### config.mk
export PLATFORM = sky130hd
export DESIGN_NAME = sobel_quad_gradient
export DESIGN_NICKNAME = d
export VERILOG_FILES = /design/src/rtl/sgu_pkg.sv /design/src/rtl/sgu_dir_quant.sv /design/src/rtl/sgu_kernel.sv /design/src/rtl/sgu_window.sv /design/src/rtl/sgu_line_store.sv /design/src/rtl/sgu_raster_ctrl.sv /design/src/rtl/sobel_quad_gradient.sv
export SDC_FILE = /design/constraint.sdc
export NUM_CORES = 2
export LEC_CHECK = 0
export CAP_MARGIN = 20
export CORE_MARGIN = 1
export CORE_UTILIZATION = 55
export CTS_BUF_LIST = sky130_fd_sc_hd__clkbuf_8
export DETAILED_ROUTE_END_ITERATION = 16
export GPL_TIMING_DRIVEN = 0
export HOLD_SLACK_MARGIN = 0.03
export PLACE_DENSITY = 0.78
export SLEW_MARGIN = 10
export SYNTH_ARGS = -nofsm -noshare
export SYNTH_HDL_FRONTEND = slang
export SYNTH_SLANG_ARGS = --single-unit
export TNS_END_PERCENT = 20
### constraint.sdc
create_clock -name clk -period 7.8 [get_ports clk]
set_input_delay 0.78 -clock clk [delete_from_list [all_inputs] [get_ports clk]]
set_output_delay 0.78 -clock clk [all_outputs]
set_load 0.01 [all_outputs]
### src/rtl/sgu_pkg.sv
package sgu_pkg;

  // Quantised gradient orientation (sector of the gradient vector).
  typedef enum logic [1:0] {
    DIR_H    = 2'd0,
    DIR_D45  = 2'd1,
    DIR_V    = 2'd2,
    DIR_D135 = 2'd3
  } grad_dir_e;

endpackage

### src/rtl/sgu_dir_quant.sv
module sgu_dir_quant
  import sgu_pkg::*;
#(
  parameter int unsigned AW = 10
) (
  input  logic [AW-1:0] ax,
  input  logic [AW-1:0] ay,
  input  logic          neg_x,
  input  logic          neg_y,
  output grad_dir_e     dir
);

  // ay*128 against ax*53/128 and ax*309/128 scaled by 128.
  localparam int unsigned QW = AW + 9;

  logic [QW-1:0] ax_ext;
  logic [QW-1:0] ay_scaled;
  logic [QW-1:0] lim_lo;
  logic [QW-1:0] lim_hi;

  always_comb begin
    ax_ext    = QW'(ax);
    ay_scaled = QW'(ay) << 7;
    lim_lo    = (ax_ext << 5) + (ax_ext << 4) + (ax_ext << 2) + ax_ext;
    lim_hi    = (ax_ext << 8) + lim_lo;
  end

  always_comb begin
    if (ax == '0 && ay == '0) begin
      dir = DIR_H;
    end else if (ay_scaled < lim_lo) begin
      dir = DIR_H;
    end else if (ay_scaled > lim_hi) begin
      dir = DIR_V;
    end else if (neg_x == neg_y) begin
      dir = DIR_D45;
    end else begin
      dir = DIR_D135;
    end
  end

endmodule

### src/rtl/sgu_kernel.sv
module sgu_kernel
  import sgu_pkg::*;
#(
  parameter int unsigned PIX_W = 8,
  localparam int unsigned SW   = PIX_W + 2,
  localparam int unsigned GW   = SW + 1
) (
  input  logic [3*PIX_W-1:0] row_top,
  input  logic [3*PIX_W-1:0] row_bot,
  input  logic [PIX_W-1:0]   mid_left,
  input  logic [PIX_W-1:0]   mid_right,
  output logic [SW-1:0]      mag,
  output grad_dir_e          dir
);

  logic [PIX_W-1:0] t0, t1, t2, b0, b1, b2;
  logic [SW-1:0]    sum_left, sum_right, sum_top, sum_bot;
  logic signed [GW-1:0] gx, gy;
  logic [SW-1:0]    abs_x, abs_y;
  logic [SW:0]      total;

  assign t0 = row_top[0*PIX_W +: PIX_W];
  assign t1 = row_top[1*PIX_W +: PIX_W];
  assign t2 = row_top[2*PIX_W +: PIX_W];
  assign b0 = row_bot[0*PIX_W +: PIX_W];
  assign b1 = row_bot[1*PIX_W +: PIX_W];
  assign b2 = row_bot[2*PIX_W +: PIX_W];

  // Weight two is a one-bit left shift.
  always_comb begin
    sum_left  = SW'(t0) + (SW'(mid_left)  << 1) + SW'(b0);
    sum_right = SW'(t2) + (SW'(mid_right) << 1) + SW'(b2);
    sum_top   = SW'(t0) + (SW'(t1) << 1) + SW'(t2);
    sum_bot   = SW'(b0) + (SW'(b1) << 1) + SW'(b2);
    gx        = $signed({1'b0, sum_right}) - $signed({1'b0, sum_left});
    gy        = $signed({1'b0, sum_bot})   - $signed({1'b0, sum_top});
    abs_x     = gx[GW-1] ? SW'(-gx) : SW'(gx);
    abs_y     = gy[GW-1] ? SW'(-gy) : SW'(gy);
    total     = {1'b0, abs_x} + {1'b0, abs_y};
    mag       = total[SW] ? '1 : total[SW-1:0];
  end

  sgu_dir_quant #(
    .AW(SW)
  ) u_quant (
    .ax   (abs_x),
    .ay   (abs_y),
    .neg_x(gx[GW-1]),
    .neg_y(gy[GW-1]),
    .dir  (dir)
  );

endmodule

### src/rtl/sgu_window.sv
module sgu_window #(
  parameter int unsigned PIX_W = 8,
  parameter int unsigned LANES = 4,
  localparam int unsigned WORD_W = PIX_W * LANES,
  localparam int unsigned WIN_W  = PIX_W * (LANES + 2)
) (
  input  logic              clk,
  input  logic              rst_n,
  input  logic              shift_en,
  input  logic              left_zero,
  input  logic [WORD_W-1:0] cur_top,
  input  logic [WORD_W-1:0] cur_mid,
  input  logic [WORD_W-1:0] cur_bot,
  output logic [WIN_W-1:0]  win_top,
  output logic [WIN_W-1:0]  win_mid,
  output logic [WIN_W-1:0]  win_bot
);

  // Centre word of the window, one step behind the current column.
  logic [WORD_W-1:0] ctr_top_q, ctr_mid_q, ctr_bot_q;
  // Rightmost pixel of the word two steps behind.
  logic [PIX_W-1:0]  edge_top_q, edge_mid_q, edge_bot_q;
  logic [PIX_W-1:0]  edge_top, edge_mid, edge_bot;

  always_ff @(posedge clk or negedge rst_n) begin
    if (!rst_n) begin
      ctr_top_q  <= '0;
      ctr_mid_q  <= '0;
      ctr_bot_q  <= '0;
      edge_top_q <= '0;
      edge_mid_q <= '0;
      edge_bot_q <= '0;
    end else if (shift_en) begin
      ctr_top_q  <= cur_top;
      ctr_mid_q  <= cur_mid;
      ctr_bot_q  <= cur_bot;
      edge_top_q <= ctr_top_q[WORD_W-1 -: PIX_W];
      edge_mid_q <= ctr_mid_q[WORD_W-1 -: PIX_W];
      edge_bot_q <= ctr_bot_q[WORD_W-1 -: PIX_W];
    end
  end

  always_comb begin
    edge_top = left_zero ? '0 : edge_top_q;
    edge_mid = left_zero ? '0 : edge_mid_q;
    edge_bot = left_zero ? '0 : edge_bot_q;
    win_top  = {cur_top[PIX_W-1:0], ctr_top_q, edge_top};
    win_mid  = {cur_mid[PIX_W-1:0], ctr_mid_q, edge_mid};
    win_bot  = {cur_bot[PIX_W-1:0], ctr_bot_q, edge_bot};
  end

endmodule

### src/rtl/sgu_line_store.sv
module sgu_line_store #(
  parameter int unsigned PIX_W = 8,
  parameter int unsigned LANES = 4,
  parameter int unsigned WORDS = 8,
  localparam int unsigned WORD_W = PIX_W * LANES,
  localparam int unsigned IW     = (WORDS > 1) ? $clog2(WORDS) : 1
) (
  input  logic              clk,
  input  logic              wr_en,
  input  logic [IW-1:0]     idx,
  input  logic [WORD_W-1:0] wr_word,
  output logic [WORD_W-1:0] row_up1,
  output logic [WORD_W-1:0] row_up2
);

  logic [WORD_W-1:0] line_a [WORDS];
  logic [WORD_W-1:0] line_b [WORDS];

  assign row_up1 = line_a[idx];
  assign row_up2 = line_b[idx];

  // Storage arrays are not reset; reads before the first write are masked.
  always_ff @(posedge clk) begin
    if (wr_en) begin
      line_b[idx] <= line_a[idx];
      line_a[idx] <= wr_word;
    end
  end

endmodule

### src/rtl/sgu_raster_ctrl.sv
module sgu_raster_ctrl #(
  parameter int unsigned WORDS = 8,
  parameter int unsigned ROWS  = 8,
  localparam int unsigned CW = $clog2(WORDS + 1),
  localparam int unsigned RW = $clog2(ROWS + 1),
  localparam int unsigned IW = (WORDS > 1) ? $clog2(WORDS) : 1
) (
  input  logic          clk,
  input  logic          rst_n,
  input  logic          in_valid,
  input  logic          out_free,
  output logic          step,
  output logic          in_ready,
  output logic          pad_col,
  output logic          pad_row,
  output logic          emit,
  output logic          top_zero,
  output logic          left_zero,
  output logic [IW-1:0] word_idx
);

  localparam logic [CW-1:0] COL_PAD = CW'(WORDS);
  localparam logic [RW-1:0] ROW_PAD = RW'(ROWS);

  logic [CW-1:0] col_q, col_d;
  logic [RW-1:0] row_q, row_d;
  logic          live_q;
  logic          pad;

  always_comb begin
    pad_col   = (col_q == COL_PAD);
    pad_row   = (row_q == ROW_PAD);
    pad       = pad_col || pad_row;
    in_ready  = live_q && out_free && !pad;
    step      = live_q && out_free && (pad || in_valid);
    emit      = (row_q != '0) && (col_q != '0);
    top_zero  = (row_q <= RW'(1));
    left_zero = (col_q == CW'(1));
    word_idx  = pad_col ? '0 : IW'(col_q);
  end

  always_comb begin
    col_d = col_q;
    row_d = row_q;
    if (step) begin
      if (pad_col) begin
        col_d = '0;
        row_d = pad_row ? '0 : row_q + RW'(1);
      end else begin
        col_d = col_q + CW'(1);
      end
    end
  end

  always_ff @(posedge clk or negedge rst_n) begin
    if (!rst_n) begin
      col_q  <= '0;
      row_q  <= '0;
      live_q <= 1'b0;
    end else begin
      col_q  <= col_d;
      row_q  <= row_d;
      live_q <= 1'b1;
    end
  end

endmodule

### src/rtl/sobel_quad_gradient.sv
module sobel_quad_gradient
  import sgu_pkg::*;
#(
  parameter int unsigned PIX_W = 8,
  parameter int unsigned LANES = 4,
  parameter int unsigned IMG_W = 32,
  parameter int unsigned IMG_H = 8,
  localparam int unsigned WORDS  = IMG_W / LANES,
  localparam int unsigned WORD_W = PIX_W * LANES,
  localparam int unsigned MAG_W  = PIX_W + 2,
  localparam int unsigned WIN_W  = PIX_W * (LANES + 2),
  localparam int unsigned IW     = (WORDS > 1) ? $clog2(WORDS) : 1
) (
  input  logic                   clk,
  input  logic                   rst_n,
  input  logic                   in_valid,
  output logic                   in_ready,
  input  logic [WORD_W-1:0]      in_data,
  output logic                   out_valid,
  input  logic                   out_ready,
  output logic [LANES*MAG_W-1:0] out_mag,
  output logic [LANES*2-1:0]     out_dir
);

  // Reset: asserted asynchronously, released after two clock edges.
  logic [1:0] rst_pipe_q;
  logic       rst_s;

  always_ff @(posedge clk or negedge rst_n) begin
    if (!rst_n) begin
      rst_pipe_q <= 2'b00;
    end else begin
      rst_pipe_q <= {rst_pipe_q[0], 1'b1};
    end
  end
  assign rst_s = rst_pipe_q[1];

  logic              step, pad_col, pad_row, pad_pos, emit, top_zero, left_zero;
  logic              out_free, load_out, wr_en;
  logic [IW-1:0]     word_idx;
  logic [WORD_W-1:0] row_up1, row_up2;
  logic [WORD_W-1:0] cur_top, cur_mid, cur_bot;
  logic [WIN_W-1:0]  win_top, win_mid, win_bot;

  logic                   out_valid_q, out_valid_d;
  logic [LANES*MAG_W-1:0] mag_q, mag_d;
  logic [LANES*2-1:0]     dir_q, dir_d;

  assign out_free = !out_valid_q || out_ready;
  assign pad_pos  = pad_col || pad_row;
  assign wr_en    = step && !pad_pos;
  assign load_out = step && emit;

  sgu_raster_ctrl #(
    .WORDS(WORDS),
    .ROWS (IMG_H)
  ) u_ctrl (
    .clk      (clk),
    .rst_n    (rst_s),
    .in_valid (in_valid),
    .out_free (out_free),
    .step     (step),
    .in_ready (in_ready),
    .pad_col  (pad_col),
    .pad_row  (pad_row),
    .emit     (emit),
    .top_zero (top_zero),
    .left_zero(left_zero),
    .word_idx (word_idx)
  );

  sgu_line_store #(
    .PIX_W(PIX_W),
    .LANES(LANES),
    .WORDS(WORDS)
  ) u_lines (
    .clk    (clk),
    .wr_en  (wr_en),
    .idx    (word_idx),
    .wr_word(in_data),
    .row_up1(row_up1),
    .row_up2(row_up2)
  );

  // Border masking of the incoming column.
  always_comb begin
    cur_top = (top_zero || pad_col) ? '0 : row_up2;
    cur_mid = pad_col ? '0 : row_up1;
    cur_bot = pad_pos ? '0 : in_data;
  end

  sgu_window #(
    .PIX_W(PIX_W),
    .LANES(LANES)
  ) u_win (
    .clk      (clk),
    .rst_n    (rst_s),
    .shift_en (step),
    .left_zero(left_zero),
    .cur_top  (cur_top),
    .cur_mid  (cur_mid),
    .cur_bot  (cur_bot),
    .win_top  (win_top),
    .win_mid  (win_mid),
    .win_bot  (win_bot)
  );

  for (genvar k = 0; k < LANES; k++) begin : g_lane
    grad_dir_e lane_dir;

    sgu_kernel #(
      .PIX_W(PIX_W)
    ) u_kernel (
      .row_top  (win_top[k*PIX_W +: 3*PIX_W]),
      .row_bot  (win_bot[k*PIX_W +: 3*PIX_W]),
      .mid_left (win_mid[k*PIX_W +: PIX_W]),
      .mid_right(win_mid[(k+2)*PIX_W +: PIX_W]),
      .mag      (mag_d[k*MAG_W +: MAG_W]),
      .dir      (lane_dir)
    );

    assign dir_d[k*2 +: 2] = lane_dir;
  end

  always_comb begin
    out_valid_d = out_valid_q;
    if (load_out) begin
      out_valid_d = 1'b1;
    end else if (out_ready) begin
      out_valid_d = 1'b0;
    end
  end

  always_ff @(posedge clk or negedge rst_s) begin
    if (!rst_s) begin
      out_valid_q <= 1'b0;
      mag_q       <= '0;
      dir_q       <= '0;
    end else begin
      out_valid_q <= out_valid_d;
      if (load_out) begin
        mag_q <= mag_d;
        dir_q <= dir_d;
      end
    end
  end

  assign out_valid = out_valid_q;
  assign out_mag   = mag_q;
  assign out_dir   = dir_q;

endmodule

* Word level (Yosys, flattened, before mapping)
Memory sizes are Yosys's and may differ from the RTL's.
Cells that the tools add are included.
** Cells by class
- Add/sub/neg operators :: 66
- Multipliers :: 0
- Divide/modulo/power cells :: 0
- $lt $le $gt $ge :: 9
- Equal/unequal tests :: 7
- Shift operators :: 0
- Mux-type cells :: 41
- Bitwise gates (word level) :: 0
- Reduce and logical (&&, ||, !) cells :: 28
** Operator list (number)
- 10-bit by 8-bit adder with 10-bit output :: 14
- 8-bit by 9-bit adder with 10-bit output :: 14
- 10-bit 2-to-1 mux :: 12
- 32-bit 2-to-1 mux :: 3
- 10-bit by 10-bit subtractor with 11-bit output :: 8
- 10-bit zero test :: 8
- 10-bit negator :: 8
- 18-bit by 18-bit adder with 19-bit output :: 4
- 17-bit by 19-bit greater-than comparator with 1-bit output :: 4
- 17-bit by 10-bit adder with 18-bit output :: 4
- 17-bit by 18-bit less-than comparator with 1-bit output :: 4
- 16-bit by 12-bit adder with 17-bit output :: 4
- 15-bit by 14-bit adder with 16-bit output :: 4
- 10-bit by 10-bit adder with 11-bit output :: 4
- 2-bit 2-to-1 mux :: 16
- 8-bit 2-to-1 mux :: 3
- 1-bit logical AND :: 10
- 4-bit by 1-bit adder with 4-bit output, second input constant :: 2
- 4-bit equality test, second input constant :: 2
- 4-bit 2-to-1 mux :: 2
- 4-bit nonzero test :: 2
- 1-bit equality test :: 4
- 4-bit by 1-bit equality test with 1-bit output, second input constant :: 1
- 4-bit by 1-bit less-or-equal comparator with 1-bit output, second input constant :: 1
- other kinds (6) :: 13
** Storage, ports and cells
- Bits in registers :: 180
- Latch bits :: 0
- Memory bits (writable) :: 512
- Memory bits (read-only) :: 0
- Input bits :: 36
- Output and inout port bits :: 50
- Word-level logic and storage cells :: 166
- Memories :: 2
** Memory list
- u_lines.line_a :: depth 8, width 32, rd ports 1, clocked after Yosys merged registers in 0, wr ports 1, line sgu_line_store.sv:16 : logic [WORD_W-1:0] line_a [WORDS];
- u_lines.line_b :: depth 8, width 32, rd ports 1, clocked after Yosys merged registers in 0, wr ports 1, line sgu_line_store.sv:17 : logic [WORD_W-1:0] line_b [WORDS];

* Depth between registers and ports, before layout
An unclocked memory read counts as a cell.
- Depth in word-level cells :: 17
- Gate-level depth with buffers :: 55

* By module
Synthesis repeated with hierarchy kept, for this count alone.
** Second synthesis, totals
- Cells, all modules :: 4131
- Area, all modules :: 48863.1 sq um
** By module, submodules not included
- sgu_line_store :: times used 1, cells an instance 956, area each 19448.7 sq um, sequential area each 15374.7 sq um
- sgu_dir_quant :: times used 4, cells an instance 246, area each 2031.9 sq um, sequential area each 0.0 sq um
- sgu_window :: times used 1, cells an instance 303, area each 4825.9 sq um, sequential area each 3002.9 sq um
- sgu_kernel (g_lane[2].u_kernel) :: times used 1, cells an instance 409, area each 3369.5 sq um, sequential area each 0.0 sq um
- sgu_kernel (g_lane[1].u_kernel) :: times used 1, cells an instance 407, area each 3345.7 sq um, sequential area each 0.0 sq um
- sgu_kernel (g_lane[3].u_kernel) :: times used 1, cells an instance 400, area each 3344.5 sq um, sequential area each 0.0 sq um
- sgu_kernel (g_lane[0].u_kernel) :: times used 1, cells an instance 394, area each 3243.1 sq um, sequential area each 0.0 sq um
- sobel_quad_gradient :: times used 1, cells an instance 216, area each 2553.7 sq um, sequential area each 1276.2 sq um
- sgu_raster_ctrl :: times used 1, cells an instance 62, area each 604.3 sq um, sequential area each 225.2 sq um

* Least setup slack after synthesis
Ideal clock, no wire load.
- Path type :: reg2reg
- Start point :: reg u_ctrl.col_q[0]
- End point :: reg dir_q[7], in the netlist out_dir[7]
- Setup time :: 79 ps
- Arrival time :: 10745 ps
- Data required time :: 7721 ps
- Path slack :: -3025 ps
- Cell stages (with the launch flop) :: 52
- Buffers on the path :: 5
- Cell sequence :: dfrtp_1 clkbuf_1 inv_1 clkbuf_1 ha_1 nand2_1 or2_2 clkbuf_1 nand2_1 clkbuf_1 nand2_1 nand3_1 a21oi_1 a2111oi_0 fa_1 inv_1 fa_1 inv_1 [... 16 more ...] o21ai_0 a21boi_0 o21ai_0 a21boi_0 nor2_1 ha_1 a21boi_0 o21ai_0 nand2_1 xnor2_1 ha_1 nand4_1 nor3_1 a41oi_1 o21bai_1 a21oi_1 a211oi_1 a2bb2oi_1
** On the way
- Word-level cells in the longest chain between the ends :: 17
- Elaborated cells between the ends (all ways) :: 38
- Classes of those cells :: 12 x add/sub; 2 x order compare; 2 x eq/ne; 10 x mux; 10 x reduce/logical; 2 x memory
** Ends and longest elaborated chain
- start, declared :: line sgu_raster_ctrl.sv:25 : logic [CW-1:0] col_q, col_d;
- start signal, assigned :: line sgu_raster_ctrl.sv:61 : col_q <= col_d;
- 4-bit equality test :: line sgu_raster_ctrl.sv:31 : pad_col = (col_q == COL_PAD);
- 3-bit 2-to-1 mux :: line sgu_raster_ctrl.sv:39 : word_idx = pad_col ? '0 : IW'(col_q);
- memory 8 x 32 bit
- 32-bit 2-to-1 mux * :: line sobel_quad_gradient.sv:87 : cur_top = (top_zero || pad_col) ? '0 : row_up2;
- named net cur_top[2] :: line sobel_quad_gradient.sv:42 : logic [WORD_W-1:0] cur_top, cur_mid, cur_bot;
- 8-bit by 9-bit adder with 10-bit output :: line sgu_kernel.sv:32 : sum_right = SW'(t2) + (SW'(mid_right) << 1) + SW'(b2);
- 10-bit by 8-bit adder with 10-bit output :: line sgu_kernel.sv:32
- 10-bit by 10-bit subtractor with 11-bit output :: line sgu_kernel.sv:35 : gx = $signed({1'b0, sum_right}) - $signed({1'b0, sum_left});
- [... 2 more ...]
- 15-bit by 14-bit adder with 16-bit output :: line sgu_dir_quant.sv:24 : lim_lo = (ax_ext << 5) + (ax_ext << 4) + (ax_ext << 2) + ax_ext;
- 16-bit by 12-bit adder with 17-bit output :: line sgu_dir_quant.sv:24
- 17-bit by 10-bit adder with 18-bit output :: line sgu_dir_quant.sv:24
- 18-bit by 18-bit adder with 19-bit output :: line sgu_dir_quant.sv:25 : lim_hi = (ax_ext << 8) + lim_lo;
- 17-bit by 19-bit greater-than comparator with 1-bit output :: line sgu_dir_quant.sv:33 : end else if (ay_scaled > lim_hi) begin
- 2-bit 2-to-1 mux :: line sgu_dir_quant.sv:33
- 2-bit 2-to-1 mux :: line sgu_dir_quant.sv:31 : end else if (ay_scaled < lim_lo) begin
- 2-bit 2-to-1 mux * :: line sgu_dir_quant.sv:29 : if (ax == '0 && ay == '0) begin
- end signal, assigned :: line sobel_quad_gradient.sv:143 : dir_q <= dir_d;
- end, declared :: line sobel_quad_gradient.sv:47 : logic [LANES*2-1:0] dir_q, dir_d;
Mark *: on every way through the listed nets, which the timed path passes. The rest lies on a longest branch.
A chain may end at the register's enable or synchronous reset.

* Worst setup path in the final report
- Start point :: reg u_ctrl.col_q[2]
- End point :: reg dir_q[7], in the netlist out_dir[7]
** On the way
- Word-level cells in the longest chain between the ends :: 17
- Elaborated cells between the ends (all ways) :: 38
- Classes of those cells :: 12 x add/sub; 2 x order compare; 2 x eq/ne; 10 x mux; 10 x reduce/logical; 2 x memory
** Ends and longest elaborated chain
- 4-bit equality test :: line sgu_raster_ctrl.sv:31
- 3-bit 2-to-1 mux :: line sgu_raster_ctrl.sv:39
- memory 8 x 32 bit
- 32-bit 2-to-1 mux * :: line sobel_quad_gradient.sv:88 : cur_mid = pad_col ? '0 : row_up1;
- named net cur_mid[2] :: line sobel_quad_gradient.sv:42
- 8-bit by 9-bit adder with 10-bit output * :: line sgu_kernel.sv:32
- 10-bit by 8-bit adder with 10-bit output * :: line sgu_kernel.sv:32
- 10-bit by 10-bit subtractor with 11-bit output * :: line sgu_kernel.sv:35
- [... 2 more ...]
- 15-bit by 14-bit adder with 16-bit output :: line sgu_dir_quant.sv:24
- 16-bit by 12-bit adder with 17-bit output :: line sgu_dir_quant.sv:24
- 17-bit by 10-bit adder with 18-bit output :: line sgu_dir_quant.sv:24
- 18-bit by 18-bit adder with 19-bit output :: line sgu_dir_quant.sv:25
- 17-bit by 19-bit greater-than comparator with 1-bit output :: line sgu_dir_quant.sv:33
- 2-bit 2-to-1 mux :: line sgu_dir_quant.sv:33
- 2-bit 2-to-1 mux :: line sgu_dir_quant.sv:31
- 2-bit 2-to-1 mux * :: line sgu_dir_quant.sv:29
Marks and branches as above.

==> flow_summary.json <==
{
  "tightest_slew_ns": 1.12,
  "synthMuxAreaShare": 0.0161,
  "viasPerCell": 6.13,
  "grt_pass1_vias": 34200,
  "grt-ovfl-total": 0,
  "cts_tree": "done",
  "synthSimpleGateAreaFrac": 0.0835,
  "cpPeakStageDelay_ns": 0.63,
  "setup.worst_path.class": "register to register",
  "routed_wl_um": 136000,
  "cpMaxStageDelayCell": "dfrtp_1",
  "rsz0062_at_grt": "true",
  "hold_viol": 0,
  "dieArea_um2": 83200,
  "grt_max_degree": 63,
  "rr_worst_depth": 47,
  "final_cell_mix": "edfxtp_1 (512), inv_1 (476), nand2_1 (371)",
  "synthAdderAreaFrac": 0.223,
  "cp-end-kind": "register",
  "cts_root_buf": "clkbuf_8",
  "relSlewSlack": 0.248,
  "seq_area_frac_synth": 0.440,
  "clock_sinks": 692,
  "r2r_slack_ns": -2.36,
  "cp_max_fo": 10,
  "initial_core_util": 0.559,
  "arrival_ns": 10.80,
  "min_period_ns": 10.16,
  "async_reset_ff_frac": 0.260,
  "path_delay_family": "adder cells",
  "port_buffers": 85,
  "setup_viol": 18,
  "reg2reg_from": "u_ctrl.col_q[2]$_DFFE_PN0P_",
  "layout_setup_ws_ns": -2.36,
  "core_area_um2": 80800,
  "hold_path_class": "input pin to async pin",
  "synth_flop_cell": "edfxtp_1",
  "core.rowCount": 104,
  "worst_setup_path_start_kind": "register",
  "pin_count": 86,
  "timing.fmax_mhz": 98.4,
  "drt_drc_violations_left": 2,
  "grt_pass1_wl_um": 198000,
  "drive_above_1_share": 0.187,
  "synth-compound-area-share": 0.141,
  "cp.buffers_inverters": 11,
  "path_depth": 47,
  "drv_cap": 0,
  "drtPass1Iterations": 14,
  "dpl.hpwl_um": 95800,
  "status": "finished with violations",
  "clkTransAtPathRegs_ns": 0.07,
  "design.final.nets": 5161,
  "hold_buffers": 0,
  "syn-cell-area_um2": 45100,
  "crit_required_ns": 8.44,
  "wire_per_inst_um": 24.1,
  "synth_cells": 4031,
  "maxSlewViolCount": 0,
  "violations": "DRC, setup timing",
  "numCtsBuffers": 109,
  "final_common_cell": "edfxtp_1",
  "cts_buffer_depth": 3,
  "gp_congestion": 1.02,
  "synth_edf_count": 512,
  "synth_warnings": 0,
  "detail-route-antenna-nets": 0,
  "clock_latency_ns": 0.76,
  "die_x_um": 288,
  "syn_avg_cell_area_um2": 11.2,
  "grt_usage": 0.316,
  "antenna_found_initial": 3,
  "fp.dieH_um": 288,
  "drt_iter0_markers": 3678,
  "synthXorXnorAreaFrac": 0.0473,
  "ys_seq_elements": 692,
  "dp_worst_setup_slack_ns": -3.78,
  "cts_htree_levels": 3,
  "via_count": 34500,
  "ys_types": 90,
  "rr_endpoint": "out_dir[7]$_DFFE_PN0P_",
  "finalCritPeriodShare": 1.30,
  "startpoint": "u_ctrl.col_q[2]$_DFFE_PN0P_",
  "synth_top_family_by_area": "adder cells",
  "finClkSkew_ns": 0.0446,
  "area_growth_pct": 21.0
}
## worst max path at each step
| stage | slack, ns | to |
|---|---|---|
| 2_1_floorplan | -1.57 | out_dir[2]$_DFFE_PN0P_ |
| 3_3_place_gp | -3.74 | out_dir[7]$_DFFE_PN0P_ |
| 3_5_place_dp | -3.78 | out_dir[7]$_DFFE_PN0P_ |
| 4_1_cts | -2.14 | out_dir[7]$_DFFE_PN0P_ |
| 5_1_grt | -2.67 | out_dir[7]$_DFFE_PN0P_ |
| 6_report | -2.36 | out_dir[7]$_DFFE_PN0P_ |
## cell usage after synthesis (15+ instances only)
cell type,count,area share
nand2_1,388,0.032
mux2_2,16,0.0040
a21oi_1,213,0.024
o31ai_1,18,0.0030
xor2_1,63,0.012
a211oi_1,21,0.0035
nor3_1,52,0.0058
a21boi_0,22,0.0037
nor2b_1,29,0.0040
a21o_1,76,0.013
nand3_1,36,0.0040
o221ai_1,26,0.0050
or2_2,15,0.0021
inv_1,466,0.039
o21a_1,21,0.0035
clkbuf_1,100,0.0083
a31oi_1,20,0.0028
edfxtp_1,512,0.34
fa_1,257,0.11
ha_1,394,0.11
and2_1,21,0.0029
nor2_1,187,0.016
xnor2_1,179,0.035
a222oi_1,23,0.0051
nand2b_1,25,0.0035
mux2i_1,53,0.012
o21ai_0,234,0.026
o22ai_1,50,0.0069
a22o_1,42,0.0082
dfrtp_1,180,0.10
o21bai_1,33,0.0055
o22a_1,37,0.0072
a2111oi_0,19,0.0037
## routing by layer
layer,share of wire,wire length (um),track usage,up-vias
met4,0.066,8990,0.184,4
met5,0.00017,23,0,-
met1,0.36,48700,0.389,16900
met3,0.098,13400,0.0664,473
met2,0.48,64600,0.518,1906
li1,-,-,-,15200
## logic make-up (layout without fill, tap and decap cells)
family | after synthesis | after routing
AND/OR/NAND/NOR | 837 | 837
adder cells (fa/ha/maj) | 652 | 652
AO/OA/AOI/OAI | 955 | 955
flip-flops | 692 | 692
other | 1 | 4
buffers and inverters | 581 | 1113
XOR/XNOR | 243 | 243
multiplexers | 70 | 70
## registers in the layout (all words and copies together), names as in the netlist, 2 cells and up
name / cells
rst_pipe_q: 2
u_ctrl.col_q: 4
u_ctrl.row_q: 4
u_win.ctr_bot_q: 32
u_win.ctr_top_q: 32
out_dir: 8
u_win.edge_top_q: 8
u_win.edge_mid_q: 8
u_lines.line_b: 256
u_win.ctr_mid_q: 32
out_mag: 40
u_win.edge_bot_q: 8
u_lines.line_a: 256
## through the flow
stage / utilization / TNS [ns] / instance area [um^2] / instances / hold slack [ns]
2_1_floorplan: - / -11.96 / 45800 / 4032 / 0.331
3_3_place_gp: 0.594 / -115.67 / 48000 / 5177 / 0.335
3_5_place_dp: 0.601 / -45.56 / 48600 / 5201 / 0.329
4_1_cts: 0.658 / -15.10 / 53100 / 5531 / 0.154
5_1_grt: 0.676 / -27.08 / 54600 / 5624 / 0.185
6_report: 0.676 / -17.04 / 54600 / 5626 / 0.202
## repair_timing
action / 4_1_cts / 5_1_grt
endpoints found under the setup margin: 28 / 28
pin swaps: 173 / 168
resized for setup: 308 / 154
cloned: 0 / 1
buffers inserted: 133 / 96
## final cells by class
| cell class | count | area, um^2 |
|---|---|---|
| diodes | 2 | 5.00 |
| well taps | 1060 | 1330 |
| repair buffers | 339 | 3140 |
| clock buffers | 120 | 1650 |
| flip-flops and latches | 692 | 19900 |
| plain buffers | 106 | 712 |
| inverters | 467 | 1780 |
| multi-input cells | 2759 | 25600 |
| clock inverters | 81 | 510 |
| fillers | 5602 | 26200 |
Power is left out: the tool's default activity adds up to more than one toggle a clock period on the data nets, which glitch-free logic cannot reach.
